--- src/rtl/eag_pkg.sv ---
// Package: mode codes and mode-class helpers for the address generator.
// Assumes mode codes are 4 bits wide; codes above AM_DIR_PTR are unused.
package eag_pkg;
    localparam logic [3:0] AM_ABS       = 4'd0;
    localparam logic [3:0] AM_ABS_X     = 4'd1;
    localparam logic [3:0] AM_ABS_X_RD  = 4'd2;
    localparam logic [3:0] AM_ABS_Y     = 4'd3;
    localparam logic [3:0] AM_ABS_Y_RD  = 4'd4;
    localparam logic [3:0] AM_DIR       = 4'd5;
    localparam logic [3:0] AM_DIR_X     = 4'd6;
    localparam logic [3:0] AM_DIR_Y     = 4'd7;
    localparam logic [3:0] AM_DIR_X_PTR = 4'd8;
    localparam logic [3:0] AM_DIR_PTR   = 4'd9;

    // True for the four absolute-indexed codes.
    function automatic logic is_abs_idx(input logic [3:0] m);
        return (m >= AM_ABS_X) && (m <= AM_ABS_Y_RD);
    endfunction

    // True for the indexed read codes, which may drop the penalty cycle.
    function automatic logic is_idx_read(input logic [3:0] m);
        return (m == AM_ABS_X_RD) || (m == AM_ABS_Y_RD);
    endfunction

    // True for every direct-page code.
    function automatic logic is_direct(input logic [3:0] m);
        return (m >= AM_DIR) && (m <= AM_DIR_PTR);
    endfunction

    // True when the index source is Y rather than X.
    function automatic logic uses_y(input logic [3:0] m);
        return (m == AM_ABS_Y) || (m == AM_ABS_Y_RD) || (m == AM_DIR_Y);
    endfunction
endpackage

--- src/rtl/eag_abs_idx.sv ---
// Absolute-indexed address path. Adds the index to the 16-bit operand,
// adds the result into the pre-shifted bank, and builds the dummy address
// from the bank, the base page byte and the indexed low byte.
// Assumes bank[OFS_W-1:0] is zero.
module eag_abs_idx #(
    parameter int ADDR_W = 24,
    parameter int OFS_W  = 16,
    parameter int BYTE_W = 8
) (
    input  logic [OFS_W-1:0]  base,
    input  logic [OFS_W-1:0]  idx,
    input  logic [ADDR_W-1:0] bank,
    output logic [ADDR_W-1:0] ea,
    output logic [ADDR_W-1:0] dummy,
    output logic              lo_carry
);
    localparam int BANK_W = ADDR_W - OFS_W;

    logic [OFS_W:0]  sum_full;
    logic [BYTE_W:0] lo_sum;

    // Full sum with carry, carried into the bank field.
    always_comb begin
        sum_full = {1'b0, base} + {1'b0, idx};
        ea       = bank + {{(BANK_W-1){1'b0}}, sum_full};
    end

    // Low-byte carry and the mixed-page dummy address.
    always_comb begin
        lo_sum   = {1'b0, base[BYTE_W-1:0]} + {1'b0, idx[BYTE_W-1:0]};
        lo_carry = lo_sum[BYTE_W];
        dummy    = {bank[ADDR_W-1:OFS_W], base[OFS_W-1:BYTE_W], lo_sum[BYTE_W-1:0]};
    end
endmodule

--- src/rtl/eag_direct.sv ---
// Direct-page address path. Adds the operand byte and an optional index
// to the direct base, wraps at 16 bits and forces the bank to zero.
// It also flags a page-aligned direct base.
module eag_direct #(
    parameter int ADDR_W = 24,
    parameter int OFS_W  = 16,
    parameter int BYTE_W = 8
) (
    input  logic [OFS_W-1:0]  dp,
    input  logic [BYTE_W-1:0] off,
    input  logic [OFS_W-1:0]  idx,
    input  logic              use_idx,
    output logic [ADDR_W-1:0] ea,
    output logic              dp_lo_zero
);
    localparam int BANK_W = ADDR_W - OFS_W;

    logic [OFS_W-1:0] ofs;

    // Wrapped 16-bit direct offset, with the bank forced to zero.
    always_comb begin
        ofs = dp + {{(OFS_W-BYTE_W){1'b0}}, off} + (use_idx ? idx : '0);
        ea  = {{BANK_W{1'b0}}, ofs};
    end

    // Page-aligned direct base lets the sequencer drop the extra cycle.
    always_comb dp_lo_zero = (dp[BYTE_W-1:0] == '0);
endmodule

--- src/rtl/eag_top.sv ---
// Effective address generator top. Decodes the mode code, selects between
// the absolute-indexed and direct paths, and registers the address, the
// dummy address and the skip flag.
// Assumes: data_bank[15:0] is zero. When emu_mode or idx8_mode is set,
// the index high bytes are zero.
module eag_top #(
    parameter int ADDR_W = 24,
    parameter int OFS_W  = 16,
    parameter int BYTE_W = 8
) (
    input  logic              clk,
    input  logic              rst_n,
    input  logic [3:0]        mode_sel,
    input  logic [BYTE_W-1:0] op_lo,
    input  logic [BYTE_W-1:0] op_hi,
    input  logic [OFS_W-1:0]  x_idx,
    input  logic [OFS_W-1:0]  y_idx,
    input  logic [OFS_W-1:0]  dp_reg,
    input  logic [ADDR_W-1:0] data_bank,
    input  logic              emu_mode,
    input  logic              idx8_mode,
    output logic [ADDR_W-1:0] ea_addr,
    output logic [ADDR_W-1:0] dummy_addr,
    output logic              skip_next
);
    import eag_pkg::*;

    logic [OFS_W-1:0]  sel_idx;
    logic [ADDR_W-1:0] abs_ea, abs_dummy, dir_ea;
    logic              abs_lo_carry, dir_lo_zero, dir_use_idx;
    logic [ADDR_W-1:0] ea_d, dummy_d;
    logic              skip_d;
    logic              primed_q;

    // Index source chosen by the mode code.
    always_comb sel_idx = uses_y(mode_sel) ? y_idx : x_idx;

    // Direct codes that add an index register.
    always_comb dir_use_idx = (mode_sel == AM_DIR_X) || (mode_sel == AM_DIR_Y) ||
                              (mode_sel == AM_DIR_X_PTR);

    eag_abs_idx #(.ADDR_W(ADDR_W), .OFS_W(OFS_W), .BYTE_W(BYTE_W)) abs_i (
        .base     ({op_hi, op_lo}),
        .idx      (sel_idx),
        .bank     (data_bank),
        .ea       (abs_ea),
        .dummy    (abs_dummy),
        .lo_carry (abs_lo_carry)
    );

    eag_direct #(.ADDR_W(ADDR_W), .OFS_W(OFS_W), .BYTE_W(BYTE_W)) dir_i (
        .dp         (dp_reg),
        .off        (op_lo),
        .idx        (sel_idx),
        .use_idx    (dir_use_idx),
        .ea         (dir_ea),
        .dp_lo_zero (dir_lo_zero)
    );

    // Mode mux: selects the address, dummy address and skip for this code.
    always_comb begin
        ea_d    = '0;
        dummy_d = '0;
        skip_d  = 1'b0;
        if (mode_sel == AM_ABS) begin
            ea_d = data_bank | {{(ADDR_W-OFS_W){1'b0}}, op_hi, op_lo};
        end else if (is_abs_idx(mode_sel)) begin
            ea_d    = abs_ea;
            dummy_d = abs_dummy;
            skip_d  = is_idx_read(mode_sel) && !abs_lo_carry && (emu_mode || idx8_mode);
        end else if (is_direct(mode_sel)) begin
            ea_d   = dir_ea;
            skip_d = dir_lo_zero;
        end
    end

    // Output registers with synchronous active-low reset.
    always_ff @(posedge clk) begin
        if (!rst_n) begin
            ea_addr    <= '0;
            dummy_addr <= '0;
            skip_next  <= 1'b0;
        end else begin
            ea_addr    <= ea_d;
            dummy_addr <= dummy_d;
            skip_next  <= skip_d;
        end
    end

    // Marks that the previous edge was out of reset, so the outputs are valid.
    always_ff @(posedge clk) begin
        if (!rst_n) primed_q <= 1'b0;
        else        primed_q <= 1'b1;
    end

    // The bank input keeps its low 16 bits clear.
    assert_bank_aligned_R4: assert property (@(posedge clk) disable iff (!rst_n)
        data_bank[OFS_W-1:0] == '0);

    // Unused codes produce all-zero outputs.
    assert_unused_zero_R10: assert property (@(posedge clk) disable iff (!rst_n)
        (primed_q && ($past(mode_sel) > AM_DIR_PTR)) |->
        (ea_addr == '0 && dummy_addr == '0 && !skip_next));

    // Direct codes never leave bank 0.
    assert_direct_bank_zero_R8: assert property (@(posedge clk) disable iff (!rst_n)
        (primed_q && is_direct($past(mode_sel))) |->
        (ea_addr[ADDR_W-1:OFS_W] == '0 && dummy_addr == '0));

    // Skip comes only from indexed reads or direct codes.
    assert_skip_source_R6: assert property (@(posedge clk) disable iff (!rst_n)
        (primed_q && skip_next) |->
        (is_idx_read($past(mode_sel)) || is_direct($past(mode_sel))));

    // A skipped indexed read stays in the page of the dummy read.
    assert_skip_same_page_R5: assert property (@(posedge clk) disable iff (!rst_n)
        (primed_q && skip_next && is_idx_read($past(mode_sel))) |->
        (ea_addr[OFS_W-1:BYTE_W] == dummy_addr[OFS_W-1:BYTE_W]));

    // Direct skip follows the low byte of the direct base.
    assert_direct_skip_R9: assert property (@(posedge clk) disable iff (!rst_n)
        (primed_q && is_direct($past(mode_sel))) |->
        (skip_next == ($past(dp_reg[BYTE_W-1:0]) == '0)));
endmodule

--- config.mk ---
export PLATFORM = sky130hd
export DESIGN_NAME = eag_top
export DESIGN_NICKNAME = d
export VERILOG_FILES = /design/src/rtl/eag_pkg.sv /design/src/rtl/eag_abs_idx.sv /design/src/rtl/eag_direct.sv /design/src/rtl/eag_top.sv
export SDC_FILE = /design/constraint.sdc
export NUM_CORES = 1
export LEC_CHECK = 0
export BUFFER_PORTS_ARGS = -buffer_cell sky130_fd_sc_hd__buf_4
export CORE_AREA = 2 2 97 99
export CTS_CLUSTER_SIZE = 14
export DETAILED_ROUTE_END_ITERATION = 10
export DIE_AREA = 0 0 99 101
export PLACE_DENSITY = 0.8
export SLEW_MARGIN = 20
export SYNTH_ARGS = -nofsm -noshare
export SYNTH_HDL_FRONTEND = slang
export SYNTH_SLANG_ARGS = --single-unit
--- constraint.sdc ---
create_clock -name clk -period 6.1 [get_ports clk]
set_clock_uncertainty 0.1 [all_clocks]
set_input_delay 0.305 -clock clk [delete_from_list [all_inputs] [get_ports clk]]
set_output_delay 0.305 -clock clk [all_outputs]
set_load 0.02 [all_outputs]
==> results_tabular.tex <==
\begin{tabular}{lr}
\hline
Metric & Value \\
\hline
\multicolumn{2}{l}{\textbf{Power and ir drop}} \\
\quad Leak Pwr & 0.00287 uW \\
\quad IR drop worst, VDD & about 0.00012 V \\
\quad Ratio of total power to cell area & 202 nW/um\^{}2 \\
\multicolumn{2}{l}{\textbf{Synth}} \\
\quad Yosys top cell by area & sky130\_fd\_sc\_hd\_\_dfxtp\_1 \\
\quad Post-synth EDFFs & 0 \\
\quad Ys Warns & 0 \\
\quad Share of synthesized area occupied by flip-flops and latches & about a fifth \\
\quad Number of storage elements in the synthesis netlist & 49 \\
\quad Leading cell types by total area after synthesis & sky130\_fd\_sc\_hd\_\_dfxtp\_1 (21\%), sky130\_fd\_sc\_hd\_\_ha\_1 (15\%), sky130\_fd\_sc\_hd\_\_fa\_1 (11\%) \\
\quad Most numerous cell in the Yosys netlist & sky130\_fd\_sc\_hd\_\_ha\_1 \\
\quad Count of distinct cell types in the synthesized netlist & 58 \\
\quad Instance count of the mapped netlist & 531 \\
\quad Fraction of post-synthesis cell area in the top cell type by area & between 20\% and 30\% \\
\quad Proportion of register bits with asynchronous set or reset after synthesis & 0\% \\
\quad Commonest register cell after synthesis & sky130\_fd\_sc\_hd\_\_dfxtp\_1 \\
\quad Synthesized cell area & between 4000 and 5000 um\^{}2 \\
\quad Commonest cells in the netlist & sky130\_fd\_sc\_hd\_\_ha\_1 (56), sky130\_fd\_sc\_hd\_\_inv\_1 (50), sky130\_fd\_sc\_hd\_\_dfxtp\_1 (49) \\
\quad Synthesized net count & 709 \\
\quad Post-Syn Area per Cell & between 8 and 9 um\^{}2 \\
\multicolumn{2}{l}{\textbf{Placed design}} \\
\quad Half-perimeter wire length of the detailed placement result & $\sim$11 mm \\
\quad Weighted congestion at the end of routability-driven global placement & between 1 and 1.5 \\
\quad Post-Place Worst Slack & between 1.5 and 2 ns \\
\quad Post-place instance area & slightly below 6000 um\^{}2 \\
\quad Number of port buffers & 144 \\
\multicolumn{2}{l}{\textbf{GRT}} \\
\quad Largest net degree at the start of global routing & 31 \\
\quad GRT Overall Usage & approximately 28\% \\
\quad Initial antenna violation count & 0 \\
\quad Via count of the first global-routing pass & $\sim$4400 \\
\quad Remaining Overflow, GRT & 0 \\
\quad Global-route wire length before repair & around 22 mm \\
\multicolumn{2}{l}{\textbf{Critical path}} \\
\quad Maximum fanout along the worst path & 14 \\
\quad Required time of the critical path & 6.25 ns \\
\quad Worst Setup End Kind & flip-flop \\
\quad Launching element type of the critical path & input pin \\
\quad CP arrival & approximately 4.4 ns \\
\quad Worst setup path class & in2reg \\
\multicolumn{2}{l}{\textbf{STA}} \\
\quad FMAX & around 230 MHz \\
\quad Worst slew margin & 40.5\% \\
\quad Max-slew violation total from the final report & 0 \\
\quad Unrepaired setup endpoints after global routing & false \\
\quad Final period utilization & 70.0\% \\
\quad Final hold violation count & 0 \\
\quad Setup total negative slack & 0 ns \\
\quad Count of final setup violators & 0 \\
\quad Final critical-path setup slack & roughly 1.8 ns \\
\quad Tmin final & between 4 and 5 ns \\
\quad Slew of the pin with the lowest slew margin & 0.886 ns \\
\multicolumn{2}{l}{\textbf{Route}} \\
\quad Post-DR vias/cell & 5.71 \\
\quad Total detailed-routing wirelength & 13.7 mm \\
\quad Antenna viol nets, final & 0 \\
\quad Detailed-route via count & $\sim$4500 \\
\quad Number of optimization iterations in the first detailed-route pass & 5 \\
\quad DRC violation total after the first TritonRoute iteration & 323 \\
\quad WL per Instance & between 15 and 20 um \\
\quad Residual DRC count & 0 \\
\multicolumn{2}{l}{\textbf{Die}} \\
\quad Die boundary width & 99 um \\
\quad Top Ports & $\sim$150 \\
\quad Initial core utilization & 51.2\% \\
\quad Standard-cell row count & 35 \\
\quad Core Box Area & $\sim$9000 um\^{}2 \\
\quad Total Die Area & 10000 um\^{}2 \\
\quad Die H & $\sim$100 um \\
\multicolumn{2}{l}{\textbf{Job}} \\
\quad Max capacitance violation total & 0 \\
\multicolumn{2}{l}{\textbf{Cells and area}} \\
\quad Share of layout cells above drive strength 1 & about 27\% \\
\quad Final core occ & roughly 66\% \\
\quad Synth-to-Final Area Change & 28.1\% \\
\quad Post-layout instance area & around 6000 um\^{}2 \\
\quad Antenna diode count & 0 \\
\quad Number of fill cells & about 770 \\
\quad Number of nets in the layout & between 800 and 900 \\
\multicolumn{2}{l}{\textbf{CTS}} \\
\quad Master cell of the clock root buffer & sky130\_fd\_sc\_hd\_\_clkbuf\_8 \\
\quad Sinks on the clock net & 49 \\
\quad Longest Clk Path Bufs & 2 \\
\quad Number of buffers added for setup after CTS & 0 \\
\quad TritonCTS clock tree & yes \\
\quad Number of H-tree branching levels & 2 \\
\quad Hold\_buf cts & 0 \\
\quad Count of cells resized by post-cts repair & 0 \\
\quad Number of buffers inserted during clock tree synthesis & 5 \\
\quad Post-CTS clock slew at the launch and capture registers of the worst setup and hold paths & between 0.1 and 0.15 ns \\
\multicolumn{2}{l}{\textbf{Outcome}} \\
\quad Status & finished clean \\
\multicolumn{2}{l}{\textbf{Hold path}} \\
\quad Worst hold-check path type & in2reg \\
\quad Hold Path Cell Cnt & 2 \\
\hline
\end{tabular}
worst max-delay path, stage by stage:
cell and delay (ns):
sky130_fd_sc_hd__buf_4 0.16, sky130_fd_sc_hd__or4b_4 0.57, sky130_fd_sc_hd__nand3_2 0.11, sky130_fd_sc_hd__nand2_1 0.13
sky130_fd_sc_hd__fa_1 0.52, sky130_fd_sc_hd__ha_1 0.21, sky130_fd_sc_hd__inv_1 0.07, sky130_fd_sc_hd__fa_1 0.39
sky130_fd_sc_hd__nand2b_1 0.18, sky130_fd_sc_hd__a31oi_1 0.34, sky130_fd_sc_hd__o211ai_1 0.19, sky130_fd_sc_hd__a21o_1 0.21
sky130_fd_sc_hd__a31oi_1 0.38, sky130_fd_sc_hd__nand3_1 0.13, sky130_fd_sc_hd__or4_1 0.40, sky130_fd_sc_hd__a21oi_1 0.13
layer usage:
layer  GRT usage [%]  up-vias  wire length [um]
li1                -     2143                 -
met4            7.90        0               259
met2            47.1      186              6710
met5               0        -                 0
met1            36.2     2123              5690
met3            4.92       21              1040
cell usage in the layout (no fill, tap or decap), types with 5 or more instances in the layout:
cell and count:
sky130_fd_sc_hd__a211oi_1 15, sky130_fd_sc_hd__a21oi_1 28, sky130_fd_sc_hd__a221oi_1 8, sky130_fd_sc_hd__and2_1 23, sky130_fd_sc_hd__and3_1 7, sky130_fd_sc_hd__buf_4 147, sky130_fd_sc_hd__clkbuf_8 5, sky130_fd_sc_hd__dfxtp_1 49
sky130_fd_sc_hd__fa_1 26, sky130_fd_sc_hd__ha_1 56, sky130_fd_sc_hd__inv_1 50, sky130_fd_sc_hd__mux2_2 12, sky130_fd_sc_hd__nand2_1 31, sky130_fd_sc_hd__nand2b_1 7, sky130_fd_sc_hd__nand3_1 17, sky130_fd_sc_hd__nor2_1 47
sky130_fd_sc_hd__nor3_1 10, sky130_fd_sc_hd__o211ai_1 5, sky130_fd_sc_hd__o21a_1 7, sky130_fd_sc_hd__o21ai_0 9, sky130_fd_sc_hd__o21ai_1 8, sky130_fd_sc_hd__xnor2_1 19, sky130_fd_sc_hd__xor2_1 12
final timing paths:
path                          start             end  slack [ns]
worst max-delay path    mode_sel[3]     ea_addr[21]        1.83
worst min-delay path  data_bank[23]  dummy_addr[23]        0.10
power breakdown:
group	total (uW)	internal, uW	switching [uW]	leakage, uW
clock network	217	83.9	133	0.0000423
logic	620	278	342	0.00243
registers	354	346	8.14	0.000401
metrics by stage:
stage | hold WS, ns | total power (uW) | std cells
6_report | 0.103 | 1190 | 784
3_3_place_gp | 0.429 | 954 | 776
2_1_floorplan | 0.327 | 764 | 531
5_1_grt | 0.0947 | 1270 | 784
3_5_place_dp | 0.433 | 965 | 776
4_1_cts | 0.105 | 1190 | 784
sequential cells by signal, indices dropped and copies added, names as in the netlist:
| signal | count |
|---|---|
| ea_addr | 24 |
| dummy_addr | 24 |
| skip_next | 1 |
final cells by class:
type                       count  area [um^2]  share of cell area, %
inverter                      51          191                   3.25
tap                          111          139                   2.36
timing repair buffer         147         1100                   18.7
clock buffer                   5         68.8                   1.17
multi-input combinational    418         3380                   57.4
sequential                    49          981                   16.7
clock inverter                 3         26.3                  0.446
cell families (layout without fill, tap and decap cells):
group                    Yosys count  count (layout)  share of synthesized area (%)
AND/OR/NAND/NOR                  169             169                           19.0
AO/OA/AOI/OAI                    119             119                           17.9
adder cells (fa/ha/maj)           83              83                           26.8
buffers and inverters             64             206                           5.25
flip-flops                        49              49                           21.3
XOR/XNOR                          31              31                           5.91
multiplexers                      16              16                           3.84
(Power assumes the default switching activity.)
